`src/rtl/nbmiss_pkg.sv`:
```
package nbmiss_pkg;

  typedef enum logic [1:0] {
    ST_IDLE  = 2'd0,
    ST_FILL  = 2'd1,
    ST_BCWB  = 2'd2,
    ST_BCTAG = 2'd3
  } mhState_t;

  // control -> datapath
  typedef struct packed {
    logic captureMiss;
    logic captureBc;
    logic markStore;
    logic beatTake;
    logic critBeat;
    logic lastBeat;
    logic bcInstall;
  } mhStrobe_t;

  // datapath -> control
  typedef struct packed {
    logic lineMatch;
    logic depMatch;
    logic pendLoad;
    logic vicDirty;
  } mhStatus_t;

endpackage

```
`src/rtl/nbmiss_ctrl.sv`:
```
module nbmiss_ctrl
  import nbmiss_pkg::*;
#(
  parameter int BEATS = 4
) (
  input  logic clk,
  input  logic rstN,
  input  logic lkValid,
  input  logic lkIsStore,
  input  logic lkHit,
  input  logic lkBlockCopy,
  input  logic fillValid,
  input  mhStatus_t status,
  output mhStrobe_t strobe,
  output logic [$clog2(BEATS)-1:0] beatCnt,
  output logic stallMiss,
  output logic stallDep,
  output logic memReq,
  output logic wbValid,
  output logic fillWrEn,
  output logic tagWrEn,
  output logic victimWbEn
);

  localparam int CNT_W = $clog2(BEATS);
  localparam logic [CNT_W-1:0] LAST_BEAT = CNT_W'(BEATS - 1);

  mhState_t state;
  logic busy, isBc, missIn;

  always_comb begin
    busy   = (state != ST_IDLE);
    isBc   = lkIsStore & lkBlockCopy;
    missIn = lkValid & ~lkHit;

    strobe             = '0;
    strobe.captureMiss = ~busy & missIn & ~isBc;
    strobe.captureBc   = ~busy & missIn & isBc;
    strobe.markStore   = busy & lkValid & lkIsStore & status.lineMatch;
    strobe.beatTake    = (state == ST_FILL) & fillValid;
    strobe.critBeat    = strobe.beatTake & (beatCnt == '0);
    strobe.lastBeat    = strobe.beatTake & (beatCnt == LAST_BEAT);
    strobe.bcInstall   = (state == ST_BCTAG);

    // a matching line is only accessible by stores; anything else must hit
    stallMiss  = busy & lkValid & (status.lineMatch ? ~lkIsStore : ~lkHit);
    stallDep   = status.pendLoad & status.depMatch & ~strobe.critBeat;
    memReq     = strobe.captureMiss;
    wbValid    = strobe.critBeat & status.pendLoad;
    fillWrEn   = strobe.beatTake;
    tagWrEn    = strobe.lastBeat | strobe.bcInstall;
    victimWbEn = (state == ST_BCWB) & status.vicDirty;
  end

  always_ff @(posedge clk or negedge rstN) begin
    if (!rstN) begin
      state   <= ST_IDLE;
      beatCnt <= '0;
    end else begin
      case (state)
        ST_IDLE: begin
          if (strobe.captureMiss) begin
            state   <= ST_FILL;
            beatCnt <= '0;
          end else if (strobe.captureBc) begin
            state <= ST_BCWB;
          end
        end
        ST_FILL: begin
          if (strobe.beatTake) begin
            beatCnt <= beatCnt + 1'b1;
            if (strobe.lastBeat) state <= ST_IDLE;
          end
        end
        ST_BCWB:  state <= ST_BCTAG;
        default:  state <= ST_IDLE;
      endcase
    end
  end

  // an accepted fetch opens a fill at the first beat
  p_req_opens_fill_r2: assert property (@(posedge clk) disable iff (!rstN)
    memReq |=> (state == ST_FILL) && (beatCnt == '0));

  // victim write-back is followed by the tag install
  p_victim_then_tag_r10: assert property (@(posedge clk) disable iff (!rstN)
    victimWbEn |=> tagWrEn);

  // after a tag install the block is free for a new miss
  p_tag_frees_r12: assert property (@(posedge clk) disable iff (!rstN)
    tagWrEn |=> (state == ST_IDLE));

  // no dependence stall survives outside a fill
  p_dep_only_fill_r8: assert property (@(posedge clk) disable iff (!rstN)
    (state != ST_FILL) |-> !stallDep);

  // two fetches never overlap
  p_one_miss_r4: assert property (@(posedge clk) disable iff (!rstN)
    (state == ST_FILL) |-> !memReq);

endmodule

```
`src/rtl/nbmiss_datapath.sv`:
```
module nbmiss_datapath
  import nbmiss_pkg::*;
#(
  parameter int LINE_W  = 26,
  parameter int REG_W   = 5,
  parameter int NUM_SRC = 2,
  parameter int BEATS   = 4,
  parameter int BEAT_W  = 64,
  parameter int WORD_W  = 32
) (
  input  logic clk,
  input  logic rstN,
  input  logic [LINE_W-1:0] lkLine,
  input  logic [$clog2(BEATS*(BEAT_W/WORD_W))-1:0] lkWord,
  input  logic [REG_W-1:0] lkDest,
  input  logic lkIsStore,
  input  logic lkVictimDirty,
  input  logic [NUM_SRC-1:0] srcValid,
  input  logic [NUM_SRC*REG_W-1:0] srcRegs,
  input  logic [BEAT_W-1:0] fillData,
  input  mhStrobe_t strobe,
  input  logic [$clog2(BEATS)-1:0] beatCnt,
  output mhStatus_t status,
  output logic [LINE_W-1:0] memReqLine,
  output logic [$clog2(BEATS)-1:0] memReqBeat,
  output logic [REG_W-1:0] wbReg,
  output logic [WORD_W-1:0] wbData,
  output logic [LINE_W-1:0] fillWrLine,
  output logic [$clog2(BEATS)-1:0] fillWrBeat,
  output logic [BEAT_W-1:0] fillWrData,
  output logic [BEAT_W/WORD_W-1:0] fillWrMask,
  output logic [LINE_W-1:0] tagWrLine,
  output logic tagWrDirty
);

  localparam int WPB        = BEAT_W / WORD_W;
  localparam int WPB_LOG    = $clog2(WPB);
  localparam int WORDS      = BEATS * WPB;
  localparam int WORD_IDX_W = $clog2(WORDS);
  localparam int BEAT_IDX_W = $clog2(BEATS);

  logic [LINE_W-1:0]     missLine;
  logic [WORD_IDX_W-1:0] critWord;
  logic [REG_W-1:0]      destReg;
  logic                  pendLoad;
  logic                  vicDirty;
  logic [WORDS-1:0]      written;
  logic [WORDS-1:0]      writtenNext;
  logic [BEAT_IDX_W-1:0] beatIdx;
  logic [NUM_SRC-1:0]    srcHit;

  // issue source compare, one comparator per read port
  for (genvar g = 0; g < NUM_SRC; g++) begin : g_src
    assign srcHit[g] = srcValid[g] && (srcRegs[g*REG_W +: REG_W] == destReg);
  end

  assign beatIdx = critWord[WORD_IDX_W-1:WPB_LOG] + beatCnt;

  always_comb begin
    status.lineMatch = (lkLine == missLine);
    status.depMatch  = |srcHit;
    status.pendLoad  = pendLoad;
    status.vicDirty  = vicDirty;
  end

  always_comb begin
    writtenNext = written;
    if (strobe.captureMiss) begin
      writtenNext = '0;
      writtenNext[lkWord] = lkIsStore;
    end else if (strobe.captureBc) begin
      writtenNext = '0;
    end else if (strobe.markStore) begin
      writtenNext[lkWord] = 1'b1;
    end
  end

  // fill write enables: a word written by a store keeps its newer data
  always_comb begin
    for (int j = 0; j < WPB; j++) begin
      logic [WORD_IDX_W-1:0] wIdx;
      wIdx = {beatIdx, WPB_LOG'(j)};
      fillWrMask[j] = ~(written[wIdx] | (strobe.markStore & (lkWord == wIdx)));
    end
  end

  always_comb begin
    memReqLine = lkLine;
    memReqBeat = lkWord[WORD_IDX_W-1:WPB_LOG];
    wbReg      = destReg;
    wbData     = fillData[critWord[WPB_LOG-1:0]*WORD_W +: WORD_W];
    fillWrLine = missLine;
    fillWrBeat = beatIdx;
    fillWrData = fillData;
    tagWrLine  = missLine;
    tagWrDirty = strobe.bcInstall | (|written) | strobe.markStore;
  end

  always_ff @(posedge clk or negedge rstN) begin
    if (!rstN) begin
      missLine <= '0;
      critWord <= '0;
      destReg  <= '0;
      pendLoad <= 1'b0;
      vicDirty <= 1'b0;
      written  <= '0;
    end else begin
      written <= writtenNext;
      if (strobe.captureMiss) begin
        missLine <= lkLine;
        critWord <= lkWord;
        destReg  <= lkDest;
        pendLoad <= ~lkIsStore;
      end else if (strobe.captureBc) begin
        missLine <= lkLine;
        vicDirty <= lkVictimDirty;
        pendLoad <= 1'b0;
      end else if (strobe.critBeat) begin
        pendLoad <= 1'b0;
      end
    end
  end

  // written flags never drop during an outstanding miss
  p_written_sticky_r5: assert property (@(posedge clk) disable iff (!rstN)
    !(strobe.captureMiss || strobe.captureBc) |=> ((written & $past(written)) == $past(written)));

  // the critical beat releases the pending load
  p_crit_releases_r8: assert property (@(posedge clk) disable iff (!rstN)
    strobe.critBeat |=> !pendLoad);

  // a store miss never leaves a load pending
  p_store_miss_no_pend_r11: assert property (@(posedge clk) disable iff (!rstN)
    (strobe.captureMiss && lkIsStore) |=> !pendLoad);

endmodule

```
`src/rtl/nbmiss_handler.sv`:
```
module nbmiss_handler
  import nbmiss_pkg::*;
#(
  parameter int LINE_W  = 26,
  parameter int REG_W   = 5,
  parameter int NUM_SRC = 2,
  parameter int BEATS   = 4,
  parameter int BEAT_W  = 64,
  parameter int WORD_W  = 32,
  localparam int WPB        = BEAT_W / WORD_W,
  localparam int WORD_IDX_W = $clog2(BEATS * WPB),
  localparam int BEAT_IDX_W = $clog2(BEATS)
) (
  input  logic clk,
  input  logic rstN,
  input  logic lkValid,
  input  logic lkIsStore,
  input  logic lkHit,
  input  logic lkBlockCopy,
  input  logic lkVictimDirty,
  input  logic [LINE_W-1:0] lkLine,
  input  logic [WORD_IDX_W-1:0] lkWord,
  input  logic [REG_W-1:0] lkDest,
  input  logic [NUM_SRC-1:0] srcValid,
  input  logic [NUM_SRC*REG_W-1:0] srcRegs,
  input  logic fillValid,
  input  logic [BEAT_W-1:0] fillData,
  output logic stallMiss,
  output logic stallDep,
  output logic memReq,
  output logic [LINE_W-1:0] memReqLine,
  output logic [BEAT_IDX_W-1:0] memReqBeat,
  output logic wbValid,
  output logic [REG_W-1:0] wbReg,
  output logic [WORD_W-1:0] wbData,
  output logic fillWrEn,
  output logic [LINE_W-1:0] fillWrLine,
  output logic [BEAT_IDX_W-1:0] fillWrBeat,
  output logic [BEAT_W-1:0] fillWrData,
  output logic [WPB-1:0] fillWrMask,
  output logic tagWrEn,
  output logic [LINE_W-1:0] tagWrLine,
  output logic tagWrDirty,
  output logic victimWbEn
);

  mhStrobe_t strobe;
  mhStatus_t status;
  logic [BEAT_IDX_W-1:0] beatCnt;

  nbmiss_ctrl #(.BEATS(BEATS)) i_ctrl (
    .clk(clk), .rstN(rstN),
    .lkValid(lkValid), .lkIsStore(lkIsStore), .lkHit(lkHit),
    .lkBlockCopy(lkBlockCopy), .fillValid(fillValid),
    .status(status), .strobe(strobe), .beatCnt(beatCnt),
    .stallMiss(stallMiss), .stallDep(stallDep), .memReq(memReq),
    .wbValid(wbValid), .fillWrEn(fillWrEn), .tagWrEn(tagWrEn),
    .victimWbEn(victimWbEn)
  );

  nbmiss_datapath #(
    .LINE_W(LINE_W), .REG_W(REG_W), .NUM_SRC(NUM_SRC),
    .BEATS(BEATS), .BEAT_W(BEAT_W), .WORD_W(WORD_W)
  ) i_dp (
    .clk(clk), .rstN(rstN),
    .lkLine(lkLine), .lkWord(lkWord), .lkDest(lkDest),
    .lkIsStore(lkIsStore), .lkVictimDirty(lkVictimDirty),
    .srcValid(srcValid), .srcRegs(srcRegs), .fillData(fillData),
    .strobe(strobe), .beatCnt(beatCnt), .status(status),
    .memReqLine(memReqLine), .memReqBeat(memReqBeat),
    .wbReg(wbReg), .wbData(wbData),
    .fillWrLine(fillWrLine), .fillWrBeat(fillWrBeat),
    .fillWrData(fillWrData), .fillWrMask(fillWrMask),
    .tagWrLine(tagWrLine), .tagWrDirty(tagWrDirty)
  );

endmodule

```
`config.mk`:
```
export PLATFORM = sky130hd
export DESIGN_NAME = nbmiss_handler
export DESIGN_NICKNAME = d
export VERILOG_FILES = /design/src/rtl/nbmiss_pkg.sv /design/src/rtl/nbmiss_ctrl.sv /design/src/rtl/nbmiss_datapath.sv /design/src/rtl/nbmiss_handler.sv
export SDC_FILE = /design/constraint.sdc
export NUM_CORES = 1
export LEC_CHECK = 0
export ABC_CLOCK_PERIOD_IN_PS = 3280
export BUFFER_PORTS_ARGS = -buffer_cell sky130_fd_sc_hd__buf_4
export CORE_AREA = 4 4 119 121
export CTS_CLUSTER_DIAMETER = 50
export DETAILED_ROUTE_END_ITERATION = 10
export DIE_AREA = 0 0 123 125
export SYNTH_ARGS = -nofsm -noshare
export SYNTH_HDL_FRONTEND = slang
export SYNTH_SLANG_ARGS = --single-unit
```
`constraint.sdc`:
```
create_clock -name clk -period 3.28 [get_ports clk]
set_input_delay 0.328 -clock clk [delete_from_list [all_inputs] [get_ports clk]]
set_output_delay 0.328 -clock clk [all_outputs]
set_load 0.01 [all_outputs]
```
Yosys cells after proc, flatten, opt, wreduce, memory -nomap -nowiden
Cells that the tools add are included. Widths: inputs -> output; s select.

Order comparisons: 4. Bitwise operators: 33. Shift-type cells: 1. Equality and inequality tests: 13. Add/subtract/negate cells: 2. Reductions and logical operators: 15. Multiplexer cells: 23.

Operators with widths (count): $shiftx 64x7->32 (1); $mux 26 (2); $eq 26x26->1 (1); $mux 8 (3); $and 1x1->1 (18); $lt 3x4->1 const B (3); $mux 2 (6); $eq 5x5->1 (2); $and 8x8->8 (1); $not 1->1 (8); $or 8x8->8 (1); $reduce_or 8->1 (1); $mux 1 (7); $eq 2x2->1 const B (3); $eq 3x3->1 (2); $pmux 2 s3 (1); $reduce_and 3->1 (2); $reduce_bool 2->1 (3); $reduce_bool 3->1 (2); $or 1x1->1 (5); $bmux 1 s2 (2); $logic_not 2->1 (2); $ne 2x2->1 const B (2); $pmux 2 s2 (1); other kinds (10) (12).

Output and inout bits: 193. Input bits: 118. Bits in registers: 48. Logic and storage cells: 99.

Depth between registers and ports, before layout
Gate-level depths: netlist of the first run.

Depth after elaboration: 8. Gate-level depth with buffers: 8. Gate-level depth less buffers: 6.

By module
A second synthesis of the first run with hierarchy kept.

Cell total of the unflattened synthesis: 377. Area total of the unflattened synthesis: 3871.2 µm².

By module, submodules not included: nbmiss_datapath (seq. area each 1101.1 µm², cells an instance 331, instances 1, area an instance 3497.1 µm²); nbmiss_ctrl (seq. area each 100.1 µm², cells an instance 46, instances 1, area an instance 374.1 µm²).

Least setup slack after synthesis of the first run
OpenSTA, ideal clock, no wires.

Path kind: flip-flop to output port. From: register i_dp.missLine[12] (netlist: i_dp.fillWrLine[12]). To: output fillWrMask[1]. Stages on the path, launching flop included: 6. Arrival: 1613 ps. Slack: 1339 ps. Data required time: 2952 ps. Path through: dfrtp_1 xnor2_1 nand4_1 nor4_1 nand4_1 o31a_1.

Word-level cells in the longest chain between the ends: 5.

RTL lines: start: declaration (line nbmiss_datapath.sv:42) `logic [LINE_W-1:0] missLine;`; start signal: assignment (line nbmiss_datapath.sv:110) `missLine <= lkLine;`; start signal: assignment (line nbmiss_datapath.sv:115) `missLine <= lkLine;`; $eq 26x26->1 (line nbmiss_datapath.sv:60) `status.lineMatch = (lkLine == missLine);`; $and 1x1->1 (line nbmiss_ctrl.sv:39) `strobe.markStore = busy & lkValid & lkIsStore & status.lineMatch;`; $and 1x1->1 (line nbmiss_datapath.sv:83) `fillWrMask[j] = ~(written[wIdx] | (strobe.markStore & (lkWord == wIdx)));`; $or 1x1->1 (line nbmiss_datapath.sv:83); $not 1->1 (line nbmiss_datapath.sv:83); end: declaration (line nbmiss_handler.sv:40) `output logic [WPB-1:0] fillWrMask,`.

No other way between the ends.

Worst setup path in the final report of the first run
From: register i_dp.missLine[13] (netlist: i_dp.fillWrLine[13]). To: output fillWrMask[0].

The elaborated chain is that of the path after synthesis.

==> results of run 1 <==
## worst min-delay path by stage
stage	from	end	slack, ns	depth (start not counted)
floorplan	rstN	i_ctrl.beatCnt[0]$_DFFE_PN0P_	0.03	0
global placement	rstN	i_dp.fillWrLine[17]$_DFFE_PN0P_	0.40	1
detailed placement	rstN	i_dp.fillWrLine[23]$_DFFE_PN0P_	0.40	1
CTS	rstN	i_dp.fillWrLine[11]$_DFFE_PN0P_	0.1	1
global route	rstN	i_dp.fillWrLine[17]$_DFFE_PN0P_	0.12	1
finish	rstN	i_dp.fillWrLine[23]$_DFFE_PN0P_	0.07	1
## worst max-delay path, stage by stage (launching register included)
cell and delay, ns:
dfrtp_1 0.41, xnor2_1 0.21, nand4_1 0.14, nor4_1 0.59, nand4_1 0.35, o31a_1 0.33, buf_4 0.15
## cells in the mapped netlist, types with 4 or more instances
library cell	number
nand3_1	4
nor2_1	7
mux2i_1	5
mux2_2	36
nand2_1	108
buf_4	118
nor4_1	5
dfrtp_1	48
a32oi_1	7
clkbuf_1	10
xnor2_1	29
o21ai_0	8
a21oi_1	5
xor2_1	10
nand4_1	8
inv_1	7
## logic make-up (layout without fill, tap and decap cells)
family          count (synthesis)  in the layout  synth area share, %
mux                            41             41                 11.8
buf+inv                       143            327                 25.8
simple gates                  146            146                 16.3
xor+xnor                       40             40                 9.23
compound gates                 29             29                 4.97
fa+ha+maj                       3              3                0.969
flops                          48             48                 31.0
## through the flow
| step | total power, µW | hold WS (ns) |
|---|---|---|
| 5_1_grt | 4420 | 0.116 |
| 6_report | 4120 | 0.0678 |
| 4_1_cts | 4190 | 0.0994 |
| 2_1_floorplan | 2650 | 0.0324 |
| 3_3_place_gp | 3650 | 0.396 |
| 3_5_place_dp | 3670 | 0.402 |
## power groups by stage
stage | sequential, µW | clock, µW | combinational (µW)
after floorplan | 1180 | 0 | 1470
final | 1170 | 493 | 2460
after detailed placement | 1180 | 0 | 2500
after CTS | 1170 | 509 | 2510
after global routing | 1220 | 538 | 2660
after global placement | 1160 | 0 | 2490
## layer usage
metal  GRT usage, %  routed length [µm]  up-vias
li1               -                   -     1719
met1           18.3                5000     1744
met2           33.8                7770      231
met3           3.21                1320       14
met4           5.73                 391        0
met5              0                   0        -
## flip-flops by register name (all words and copies together), names as in the netlist
name and cells:
i_ctrl.state 2, i_dp.written 8, i_dp.fillWrLine 26, i_dp.wbReg 5, i_dp.vicDirty 1, i_dp.critWord 3
i_dp.pendLoad 1, i_ctrl.beatCnt 2
## cell type report
| cell class | count | area (µm²) |
|---|---|---|
| clock buffer | 5 | 125 |
| clock inverter | 2 | 12.5 |
| fill | 1327 | 7480 |
| inverter | 8 | 30.0 |
| multi-input combinational | 259 | 1680 |
| sequential | 48 | 1200 |
| tap | 176 | 220 |
| timing repair buffer | 312 | 2340 |
==> impl_metrics.prom, run 1 <==
# TYPE chip_impl_metric gauge
chip_impl_metric{name="synth_async_sr_flop_share",unit="%"} 100
chip_impl_metric{name="final-max-slew-violation-count",unit=""} 0
chip_impl_metric{name="floorplan.initialDensity",unit="%"} 29.6
chip_impl_metric{name="drt_iter0_drc",unit=""} 77
chip_impl_metric{name="combined_area_of_all_synthesized_cells",unit="µm²"} 3870
chip_impl_metric{name="numCtsBuffers",unit=""} 5
chip_impl_metric{name="yosysUniqueCellTypes",unit=""} 39
chip_impl_info{name="tritoncts",value="built"} 1
chip_impl_info{name="r2r-start",value="i_ctrl.state[0]$_DFFE_PN0P_"} 1
chip_impl_metric{name="sw_frac_of_total",unit="%"} 41.0
chip_impl_metric{name="post-dp-hpwl",unit="mm"} 12.0
chip_impl_metric{name="ff2ff_path_depth",unit=""} 7
chip_impl_metric{name="route.detailed.drc",unit=""} 0
chip_impl_metric{name="clock_tree.htree_level_count",unit=""} 2
chip_impl_metric{name="clock_skew",unit="ns"} 0.00653
chip_impl_metric{name="io_count",unit=""} 311
chip_impl_metric{name="power_density",unit="nW/µm²"} 735
chip_impl_metric{name="cp.required",unit="ns"} 2.95
chip_impl_metric{name="globalRoute.totalOverflow",unit=""} 0
chip_impl_metric{name="setup-violations-final",unit=""} 0
chip_impl_metric{name="pwr-share-comb",unit="%"} 59.6
chip_impl_metric{name="grt_pass1_vias",unit=""} 3744
chip_impl_metric{name="deepest_clock_path_buffer_count",unit=""} 2
chip_impl_metric{name="max_cap_violation_count",unit=""} 0
chip_impl_metric{name="synth_warnings",unit=""} 0
chip_impl_metric{name="worst_slew_margin_rel",unit="%"} 56.7
chip_impl_info{name="mostFrequentLayoutCells",value="buf_4 (312), nand2_1 (108), dfrtp_1 (48), mux2_2 (36), xnor2_1 (29)"} 1
chip_impl_metric{name="flow.area_growth_from_synthesis",unit="%"} 44.7
chip_impl_metric{name="syn_avg_cell_area",unit="µm²"} 8.61
chip_impl_metric{name="final_critical_path_share_of_the_clock_period",unit="%"} 85.2
chip_impl_info{name="worstSetupPathType",value="reg -> out"} 1
chip_impl_metric{name="drt-pass1-iter-count",unit=""} 5
chip_impl_info{name="grt_setup_unrepaired",value="false"} 1
chip_impl_metric{name="grt_use_total",unit="%"} 17.4
chip_impl_metric{name="post_cts.repair.setup_buffers",unit=""} 0
chip_impl_info{name="critPathLaunch",value="i_dp.fillWrLine[13]$_DFFE_PN0P_"} 1
chip_impl_metric{name="final.setup.worst_slack",unit="ns"} 0.485
chip_impl_metric{name="die-height",unit="µm"} 125
chip_impl_metric{name="fin_crit",unit="ns"} 2.80
chip_impl_metric{name="placed_area",unit="µm²"} 5470
chip_impl_metric{name="routed_wire_length_per_instance",unit="µm"} 17.9
chip_impl_metric{name="layout-drive-gt1-share",unit="%"} 56.5
chip_impl_info{name="setup.worst_path.start_class",value="register"} 1
chip_impl_metric{name="post_drt_via_cell_ratio",unit=""} 4.58
chip_impl_metric{name="final_core_utilization",unit="%"} 42.8
chip_impl_metric{name="yosysTopAreaCellShare",unit="%"} 31.0
chip_impl_info{name="worst_r2r_endpoint",value="i_ctrl.beatCnt[0]$_DFFE_PN0P_"} 1
chip_impl_metric{name="cts_num_sinks",unit=""} 48
chip_impl_metric{name="timing.critical_path.arrival",unit="ns"} 2.47
chip_impl_info{name="ys_top_cells_by_area",value="dfrtp_1 (31%), buf_4 (23%), mux2_2 (10%)"} 1
chip_impl_metric{name="pre_cts_slack",unit="ns"} 0.638
chip_impl_info{name="crit_path_end",value="fillWrMask[0]"} 1
chip_impl_metric{name="buffer_ports.inserted",unit=""} 310
chip_impl_metric{name="tightest_slew",unit="ns"} 0.650
chip_impl_metric{name="power_report.internal_total",unit="µW"} 2430
chip_impl_metric{name="critical_path_peak_fanout",unit=""} 5
chip_impl_metric{name="largest_net_degree_at_the_start_of_global_routing",unit=""} 49
chip_impl_metric{name="setup_tns",unit="ns"} 0
chip_impl_info{name="yosys.area.top_type",value="dfrtp_1"} 1
chip_impl_metric{name="first_pass_grt_wire_length",unit="mm"} 20.8
chip_impl_metric{name="synth_cells",unit=""} 450
chip_impl_metric{name="insertion_delay",unit="ns"} 0.28
chip_impl_metric{name="clk_pin_slew_worst_paths",unit="ns"} 0.07
chip_impl_metric{name="via_count",unit=""} 3708
chip_impl_metric{name="fp.dieArea",unit="µm²"} 15400
chip_impl_metric{name="wl",unit="mm"} 14.5
chip_impl_info{name="synth_flop_cell",value="dfrtp_1"} 1
chip_impl_metric{name="power.static_leakage",unit="µW"} 0.00293
chip_impl_metric{name="core.rowCount",unit=""} 42
chip_impl_metric{name="layout.cells.non_filler",unit=""} 810
chip_impl_metric{name="vdd_ir_drop_max",unit="V"} 0.000378
chip_impl_metric{name="final_net_count",unit=""} 755
chip_impl_metric{name="gp_congestion",unit=""} 0.824
chip_impl_metric{name="final_area",unit="µm²"} 5610
chip_impl_info{name="commonest_non_fill_non_tap_cell_in_the_layout",value="buf_4"} 1
chip_impl_metric{name="p_seq_share",unit="%"} 28.4
chip_impl_info{name="capturing_element_type_of_the_critical_path",value="output pin"} 1
chip_impl_metric{name="number_of_flops_mapped_to_enable_cells_by_yosys",unit=""} 0
chip_impl_metric{name="antenna_left",unit=""} 0
chip_impl_metric{name="sequential_cell_area_fraction_in_the_yosys_report",unit="%"} 31.0
chip_impl_metric{name="max_freq",unit="GHz"} 0.358
chip_impl_metric{name="fp.coreArea",unit="µm²"} 13100
chip_impl_metric{name="timing_hold_violations_final",unit=""} 0
chip_impl_info{name="status",value="finished clean"} 1
chip_impl_metric{name="switching_power",unit="µW"} 1690
chip_impl_metric{name="postSynthNetCount",unit=""} 571
chip_impl_metric{name="cts_hold_repair.buffers",unit=""} 0
chip_impl_metric{name="initial_antenna_violation_count",unit=""} 0
chip_impl_metric{name="ant_diodes",unit=""} 0
chip_impl_metric{name="placed_instances",unit=""} 803
chip_impl_metric{name="cts.repair.resized",unit=""} 0
chip_impl_info{name="cts_root_buffer",value="clkbuf_16"} 1
chip_impl_metric{name="synth.ff_latch_count",unit=""} 48
chip_impl_metric{name="clkPwrFrac",unit="%"} 12.0
chip_impl_info{name="hold_path.class",value="in -> async"} 1
chip_impl_metric{name="worst-r2r-setup-slack",unit="ns"} 1.02
chip_impl_metric{name="floorplan.die.width",unit="µm"} 123
Power figures use the tool's default switching activity.
==> run 2: changes to the inputs <==
Settings changed: PLACE_DENSITY set to 0.73, SLEW_MARGIN set to 25, SYNTH_HIERARCHICAL set to 1.
==> impl_metrics.prom, run 2 <==
# TYPE chip_impl_metric gauge
chip_impl_metric{name="power.static_leakage",unit="µW"} 0.00285
chip_impl_metric{name="power_report.internal_total",unit="µW"} 2640
chip_impl_metric{name="postSynthNetCount",unit=""} 496
chip_impl_metric{name="final_net_count",unit=""} 684
chip_impl_metric{name="ant_diodes",unit=""} 0
chip_impl_metric{name="fillerInstances",unit=""} 1249
chip_impl_metric{name="final-max-slew-violation-count",unit=""} 0
chip_impl_metric{name="finalHoldWorstSlack",unit="ns"} 0.0570
chip_impl_info{name="r2r-start",value="i_dp/fillWrLine[16]$_DFFE_PN0P_"} 1
chip_impl_metric{name="layout-drive-gt1-share",unit="%"} 70.6
chip_impl_metric{name="numCtsBuffers",unit=""} 5
chip_impl_info{name="commonest_non_fill_non_tap_cell_in_the_layout",value="buf_4"} 1
chip_impl_metric{name="grt_use_total",unit="%"} 16.8
chip_impl_metric{name="fp.dieArea",unit="µm²"} 15400
chip_impl_metric{name="deepest_clock_path_buffer_count",unit=""} 2
chip_impl_metric{name="cp.required",unit="ns"} 2.95
chip_impl_metric{name="final_critical_path_share_of_the_clock_period",unit="%"} 89.8
chip_impl_metric{name="critical_path_peak_fanout",unit=""} 4
chip_impl_metric{name="floorplan.die.width",unit="µm"} 123
chip_impl_metric{name="pwr-share-comb",unit="%"} 58.8
chip_impl_metric{name="worst_slew_margin_rel",unit="%"} 57.9
chip_impl_metric{name="grt_pass1_vias",unit=""} 3486
chip_impl_metric{name="sw_frac_of_total",unit="%"} 38.2
chip_impl_metric{name="antenna_left",unit=""} 0
chip_impl_metric{name="clk_pin_slew_worst_paths",unit="ns"} 0.07
chip_impl_metric{name="timing.critical_path.slowest_cell_delay",unit="ns"} 0.42
chip_impl_metric{name="max_cap_violation_count",unit=""} 0
chip_impl_info{name="status",value="finished clean"} 1
chip_impl_metric{name="routed_wire_length_per_instance",unit="µm"} 18.7
chip_impl_info{name="mostFrequentLayoutCells",value="buf_4 (313), mux2_2 (66), dfrtp_1 (48), xor2_1 (24), xnor2_1 (14)"} 1
chip_impl_metric{name="cts_hold_repair.buffers",unit=""} 0
chip_impl_metric{name="timing.critical_path.arrival",unit="ns"} 2.62
chip_impl_metric{name="power_density",unit="nW/µm²"} 757
chip_impl_metric{name="drt_iter0_drc",unit=""} 71
chip_impl_metric{name="post_cts.repair.setup_buffers",unit=""} 0
chip_impl_metric{name="flow.area_growth_from_synthesis",unit="%"} 46.5
chip_impl_info{name="cts_root_buffer",value="clkbuf_16"} 1
chip_impl_metric{name="die-height",unit="µm"} 125
chip_impl_info{name="grt_setup_unrepaired",value="false"} 1
chip_impl_metric{name="final_area",unit="µm²"} 5650
chip_impl_metric{name="switching_power",unit="µW"} 1630
chip_impl_info{name="setup.worst_path.start_class",value="register"} 1
chip_impl_metric{name="synth_cells",unit=""} 375
chip_impl_metric{name="cts_num_sinks",unit=""} 48
chip_impl_metric{name="floorplan.initialDensity",unit="%"} 29.5
chip_impl_metric{name="timing.critical_path.buf_inv",unit=""} 1
chip_impl_metric{name="largest_net_degree_at_the_start_of_global_routing",unit=""} 49
chip_impl_metric{name="worst-r2r-setup-slack",unit="ns"} 0.69
chip_impl_info{name="capturing_element_type_of_the_critical_path",value="output pin"} 1
chip_impl_metric{name="ff2ff_path_depth",unit=""} 9
chip_impl_metric{name="combined_area_of_all_synthesized_cells",unit="µm²"} 3860
chip_impl_metric{name="clock_tree.htree_level_count",unit=""} 2
chip_impl_metric{name="io_count",unit=""} 311
chip_impl_info{name="worstSetupPathType",value="reg -> out"} 1
chip_impl_metric{name="post_drt_via_cell_ratio",unit=""} 4.49
chip_impl_metric{name="setup-violations-final",unit=""} 0
chip_impl_metric{name="insertion_delay",unit="ns"} 0.28
chip_impl_info{name="critical_path.slowest_cell",value="dfrtp_1"} 1
chip_impl_metric{name="synth_warnings",unit=""} 6
chip_impl_info{name="path_delay_family",value="simple AND/OR/NAND/NOR gates"} 1
chip_impl_metric{name="buffer_ports.inserted",unit=""} 310
chip_impl_metric{name="via_count",unit=""} 3326
chip_impl_metric{name="fp.coreArea",unit="µm²"} 13100
chip_impl_info{name="hold_path.class",value="in -> async"} 1
chip_impl_metric{name="clkPwrFrac",unit="%"} 13.9
chip_impl_metric{name="p_seq_share",unit="%"} 27.2
chip_impl_metric{name="timing_hold_violations_final",unit=""} 0
chip_impl_metric{name="clock_skew",unit="ns"} 0.00815
chip_impl_metric{name="vdd_ir_drop_max",unit="V"} 0.000445
chip_impl_metric{name="tightest_slew",unit="ns"} 0.626
chip_impl_info{name="worst_r2r_endpoint",value="i_dp/written[5]$_DFFE_PN0P_"} 1
chip_impl_metric{name="fin_crit",unit="ns"} 2.94
chip_impl_metric{name="max_freq",unit="GHz"} 0.340
chip_impl_metric{name="route.detailed.drc",unit=""} 0
chip_impl_info{name="crit_path_cell_trace",value="xor2_1, nor4_1, nand3_1, nor4_2, nand2_1, nor2_1, and3_4, a21oi_1, buf_4"} 1
chip_impl_metric{name="post-dp-hpwl",unit="mm"} 11.9
chip_impl_metric{name="first_pass_grt_wire_length",unit="mm"} 19.8
chip_impl_metric{name="placed_area",unit="µm²"} 5470
chip_impl_info{name="tritoncts",value="built"} 1
chip_impl_metric{name="initial_antenna_violation_count",unit=""} 0
chip_impl_metric{name="globalRoute.totalOverflow",unit=""} 0
chip_impl_metric{name="cts.repair.resized",unit=""} 0
chip_impl_metric{name="core.rowCount",unit=""} 42
chip_impl_metric{name="drt-pass1-iter-count",unit=""} 4
chip_impl_metric{name="largest_register_ffs",unit=""} 26
chip_impl_metric{name="syn_avg_cell_area",unit="µm²"} 10.3
chip_impl_metric{name="setup_tns",unit="ns"} 0
chip_impl_metric{name="gp_congestion",unit=""} 0.812
chip_impl_metric{name="wl",unit="mm"} 13.8
==> run 2: layer usage <==
metal / GRT usage [%] / up-vias / part of all wire (%)
met5: 0 / - / 0
met4: 5.73 / 0 / 3.0
met3: 3.16 / 18 / 9.0
met2: 35.4 / 193 / 58
met1: 15.3 / 1579 / 30
li1: - / 1536 / -
==> run 2: power groups by stage <==
stage | sequential, µW | clock (µW) | combinational [µW]
2_1_floorplan | 1190 | 0 | 1490
3_3_place_gp | 1150 | 0 | 2530
3_5_place_dp | 1170 | 0 | 2550
4_1_cts | 1170 | 619 | 2560
5_1_grt | 1210 | 645 | 2690
6_report | 1160 | 596 | 2520
==> run 2: per-stage QoR <==
step                utilization [%]  setup WS (ns)  total power, µW  cells
floorplan                         -           1.13             2680    375
global placement               41.8          0.505             3670    732
detailed placement             41.8          0.516             3730    732
CTS                            43.1          0.195             4340    740
global route                   43.2         0.0630             4550    740
finish                         43.2          0.336             4280    740
==> run 2: worst reg2reg max path, delay by kind of cell (launching register included) <==
kind / cells / cell delay [ns]
and+or+nand+nor: 6 / 1.56
DFF: 1 / 0.42
AOI/OAI and AO/OA: 2 / 0.37
xor gates and xnor gates: 1 / 0.17
==> run 2: cell type report <==
type | instances | area, µm² | area share, %
flip-flops and latches | 48 | 1200 | 21.3
clock buffers | 6 | 139 | 2.46
well taps | 176 | 220 | 3.90
inverters | 8 | 30.0 | 0.531
clock inverters | 2 | 38.8 | 0.686
multi-input cells | 187 | 1670 | 29.6
repair buffers | 313 | 2350 | 41.6
==> run 2: worst max-delay path by stage <==
stage / endpoint / slack, ns / start / depth (start not counted)
2_1_floorplan: fillWrMask[0] / 1.13 / i_dp/fillWrLine[24]$_DFFE_PN0P_ / 8
3_3_place_gp: fillWrMask[0] / 0.51 / lkLine[24] / 10
3_5_place_dp: fillWrMask[1] / 0.52 / lkLine[24] / 10
4_1_cts: fillWrMask[0] / 0.20 / i_dp/fillWrLine[16]$_DFFE_PN0P_ / 9
5_1_grt: fillWrMask[0] / 0.06 / i_dp/fillWrLine[24]$_DFFE_PN0P_ / 9
6_report: fillWrMask[0] / 0.34 / i_dp/fillWrLine[16]$_DFFE_PN0P_ / 9
==> run 3: changes to the inputs <==
Settings changed: RECOVER_POWER set to 100.
==> impl_metrics.prom, run 3 (synthesized netlist as in run 2, its figures left out) <==
# TYPE chip_impl_metric gauge
chip_impl_info{name="status",value="complete, but fails checks"} 1
chip_impl_info{name="failing_checks",value="capacitance limit, slew limit"} 1
chip_impl_metric{name="antenna_left",unit=""} 0
chip_impl_metric{name="numCtsBuffers",unit=""} 5
chip_impl_metric{name="final_net_count",unit=""} 684
chip_impl_info{name="capturing_element_type_of_the_critical_path",value="output pin"} 1
chip_impl_metric{name="fp.dieArea",unit="µm²"} 15400
chip_impl_metric{name="fp.coreArea",unit="µm²"} 13100
chip_impl_metric{name="die-height",unit="µm"} 125
chip_impl_info{name="cts_root_buffer",value="clkbuf_16"} 1
chip_impl_info{name="commonest_non_fill_non_tap_cell_in_the_layout",value="clkbuf_1"} 1
chip_impl_info{name="setup.worst_path.start_class",value="register"} 1
chip_impl_metric{name="floorplan.die.width",unit="µm"} 123
chip_impl_metric{name="post_drt_via_cell_ratio",unit=""} 4.46
chip_impl_metric{name="placed_instances",unit=""} 732
chip_impl_metric{name="setup_tns",unit="ns"} 0
chip_impl_metric{name="fillerInstances",unit=""} 1485
chip_impl_info{name="mostFrequentLayoutCells",value="clkbuf_1 (191), buf_4 (121), mux2_2 (66), dfrtp_1 (48), xor2_1 (24)"} 1
chip_impl_metric{name="buffer_ports.inserted",unit=""} 310
chip_impl_info{name="critical_path.slowest_cell",value="dfrtp_1"} 1
chip_impl_metric{name="core.rowCount",unit=""} 42
chip_impl_metric{name="wl",unit="mm"} 13.8
chip_impl_metric{name="fin_crit",unit="ns"} 2.92
chip_impl_metric{name="timing_hold_violations_final",unit=""} 0
chip_impl_info{name="grt_setup_unrepaired",value="false"} 1
chip_impl_metric{name="initial_antenna_violation_count",unit=""} 0
chip_impl_metric{name="deepest_clock_path_buffer_count",unit=""} 2
chip_impl_metric{name="max_cap_violation_count",unit=""} 2
chip_impl_metric{name="globalRoute.totalOverflow",unit=""} 0
chip_impl_metric{name="routed_wire_length_per_instance",unit="µm"} 18.7
chip_impl_metric{name="timing.critical_path.arrival",unit="ns"} 2.59
chip_impl_metric{name="final_critical_path_share_of_the_clock_period",unit="%"} 89.1
chip_impl_metric{name="largest_net_degree_at_the_start_of_global_routing",unit=""} 49
chip_impl_info{name="crit_path_cell_trace",value="xor2_1, nor4_1, nand3_1, nor4_2, nand2_1, nor2_1, and3_2, a211oi_2, buf_4"} 1
chip_impl_metric{name="clk_pin_slew_worst_paths",unit="ns"} 0.07
chip_impl_metric{name="power.static_leakage",unit="µW"} 0.00214
chip_impl_info{name="worst_r2r_endpoint",value="i_dp/fillWrLine[15]$_DFFE_PN0P_"} 1
chip_impl_metric{name="worst_slew_margin_rel",unit="%"} -71.7
chip_impl_metric{name="max_freq",unit="GHz"} 0.342
chip_impl_metric{name="grt_use_total",unit="%"} 16.8
chip_impl_metric{name="drt_iter0_drc",unit=""} 101
chip_impl_metric{name="floorplan.initialDensity",unit="%"} 29.5
chip_impl_metric{name="ant_diodes",unit=""} 0
chip_impl_info{name="r2r-start",value="i_ctrl/state[1]$_DFFE_PN0P_"} 1
chip_impl_metric{name="tightest_slew",unit="ns"} 2.58
chip_impl_metric{name="cp.required",unit="ns"} 2.95
chip_impl_metric{name="vdd_ir_drop_max",unit="V"} 0.000379
chip_impl_metric{name="largest_register_ffs",unit=""} 26
chip_impl_metric{name="gp_congestion",unit=""} 0.812
chip_impl_metric{name="flow.area_growth_from_synthesis",unit="%"} 27.3
chip_impl_metric{name="worst-r2r-setup-slack",unit="ns"} 0.68
chip_impl_metric{name="clock_skew",unit="ns"} 0.00922
chip_impl_metric{name="power_density",unit="nW/µm²"} 775
chip_impl_metric{name="insertion_delay",unit="ns"} 0.29
chip_impl_info{name="worstHoldEndpoint",value="i_dp/wbReg[2]$_DFFE_PN0P_"} 1
chip_impl_metric{name="timing.critical_path.slowest_cell_delay",unit="ns"} 0.41
chip_impl_metric{name="clock_tree.htree_level_count",unit=""} 2
chip_impl_metric{name="io_count",unit=""} 311
chip_impl_metric{name="min_delay_path_depth",unit=""} 2
chip_impl_info{name="worstSetupPathType",value="reg -> out"} 1
chip_impl_metric{name="first_pass_grt_wire_length",unit="mm"} 19.8
chip_impl_metric{name="layout.cells.non_filler",unit=""} 740
chip_impl_metric{name="grt_pass1_vias",unit=""} 3486
chip_impl_metric{name="cts_num_sinks",unit=""} 48
chip_impl_metric{name="post-dp-hpwl",unit="mm"} 11.9
chip_impl_info{name="path_delay_family",value="simple AND/OR/NAND/NOR gates"} 1
chip_impl_metric{name="post_cts.repair.setup_buffers",unit=""} 0
chip_impl_metric{name="critical_path_peak_fanout",unit=""} 4
chip_impl_metric{name="final-max-slew-violation-count",unit=""} 82
chip_impl_info{name="hold_path.startpoint",value="lkDest[2]"} 1
chip_impl_metric{name="via_count",unit=""} 3304
chip_impl_metric{name="setup-violations-final",unit=""} 0
chip_impl_metric{name="drt-pass1-iter-count",unit=""} 4
chip_impl_metric{name="timing.critical_path.buf_inv",unit=""} 1
chip_impl_metric{name="layout-drive-gt1-share",unit="%"} 36.0
chip_impl_metric{name="route.detailed.drc",unit=""} 0
chip_impl_metric{name="ff2ff_path_depth",unit=""} 5
chip_impl_info{name="hold_path.class",value="in -> reg"} 1
chip_impl_info{name="tritoncts",value="built"} 1
## run 3: timing repair
action / CTS / global route
setup endpoints to repair: 0 / 2
hold buffers: 0 / 0
gates resized for setup: 0 / 1
## run 3: layout make-up
class	instances	area, µm²	share of cell area [%]
multi-input cells	187	1650	33.6
repair buffers	313	1630	33.2
flip-flops and latches	48	1200	24.5
well taps	176	220	4.49
clock buffers	6	139	2.83
clock inverters	2	38.8	0.790
inverters	8	30.0	0.612
## run 3: how the worst max path moves through the flow
stage | startpoint | endpoint | slack (ns) | depth (start not counted)
floorplan | i_dp/fillWrLine[24]$_DFFE_PN0P_ | fillWrMask[0] | 1.13 | 8
global placement | lkLine[24] | fillWrMask[0] | 0.51 | 10
detailed placement | lkLine[24] | fillWrMask[1] | 0.52 | 10
CTS | i_dp/fillWrLine[16]$_DFFE_PN0P_ | fillWrMask[0] | 0.20 | 9
global route | i_dp/fillWrLine[24]$_DFFE_PN0P_ | fillWrMask[0] | 0.06 | 9
finish | i_dp/fillWrLine[16]$_DFFE_PN0P_ | fillWrMask[1] | 0.36 | 9
## run 3: stage by stage
| step | total power [µW] | worst slack, ns | utilization (%) | cell area (µm²) | hold WS (ns) |
|---|---|---|---|---|---|
| 2_1_floorplan | 2680 | 1.13 | - | 3860 | 0.0324 |
| 3_5_place_dp | 3730 | 0.516 | 41.8 | 5470 | 0.392 |
| 4_1_cts | 4340 | 0.195 | 43.1 | 5640 | 0.0789 |
| 3_3_place_gp | 3670 | 0.505 | 41.8 | 5470 | 0.384 |
| 5_1_grt | 4080 | 0.0587 | 37.5 | 4910 | 0.261 |
| 6_report | 3810 | 0.357 | 37.5 | 4910 | 0.270 |
## run 3: worst register-to-register path, delay by kind of cell, from the launching register on
| kind | cells | cell delay [ns] |
|---|---|---|
| mux | 1 | 0.49 |
| simple gates | 2 | 0.44 |
| flops | 1 | 0.48 |
| buf+inv | 2 | 1.07 |
## run 3: report_power, final
part	leakage [µW]	switching [µW]	total, µW	internal, µW
Combinational	0.00146	1090	2060	964
Sequential	0.000594	302	1150	850
Clock	0.0000871	217	598	382
## run 3: routing by layer
| metal | track usage, % | part of all wire [%] |
|---|---|---|
| met5 | 0 | 0 |
| met4 | 5.73 | 2.9 |
| met3 | 3.16 | 8.8 |
| met2 | 35.4 | 58 |
| met1 | 15.3 | 31 |
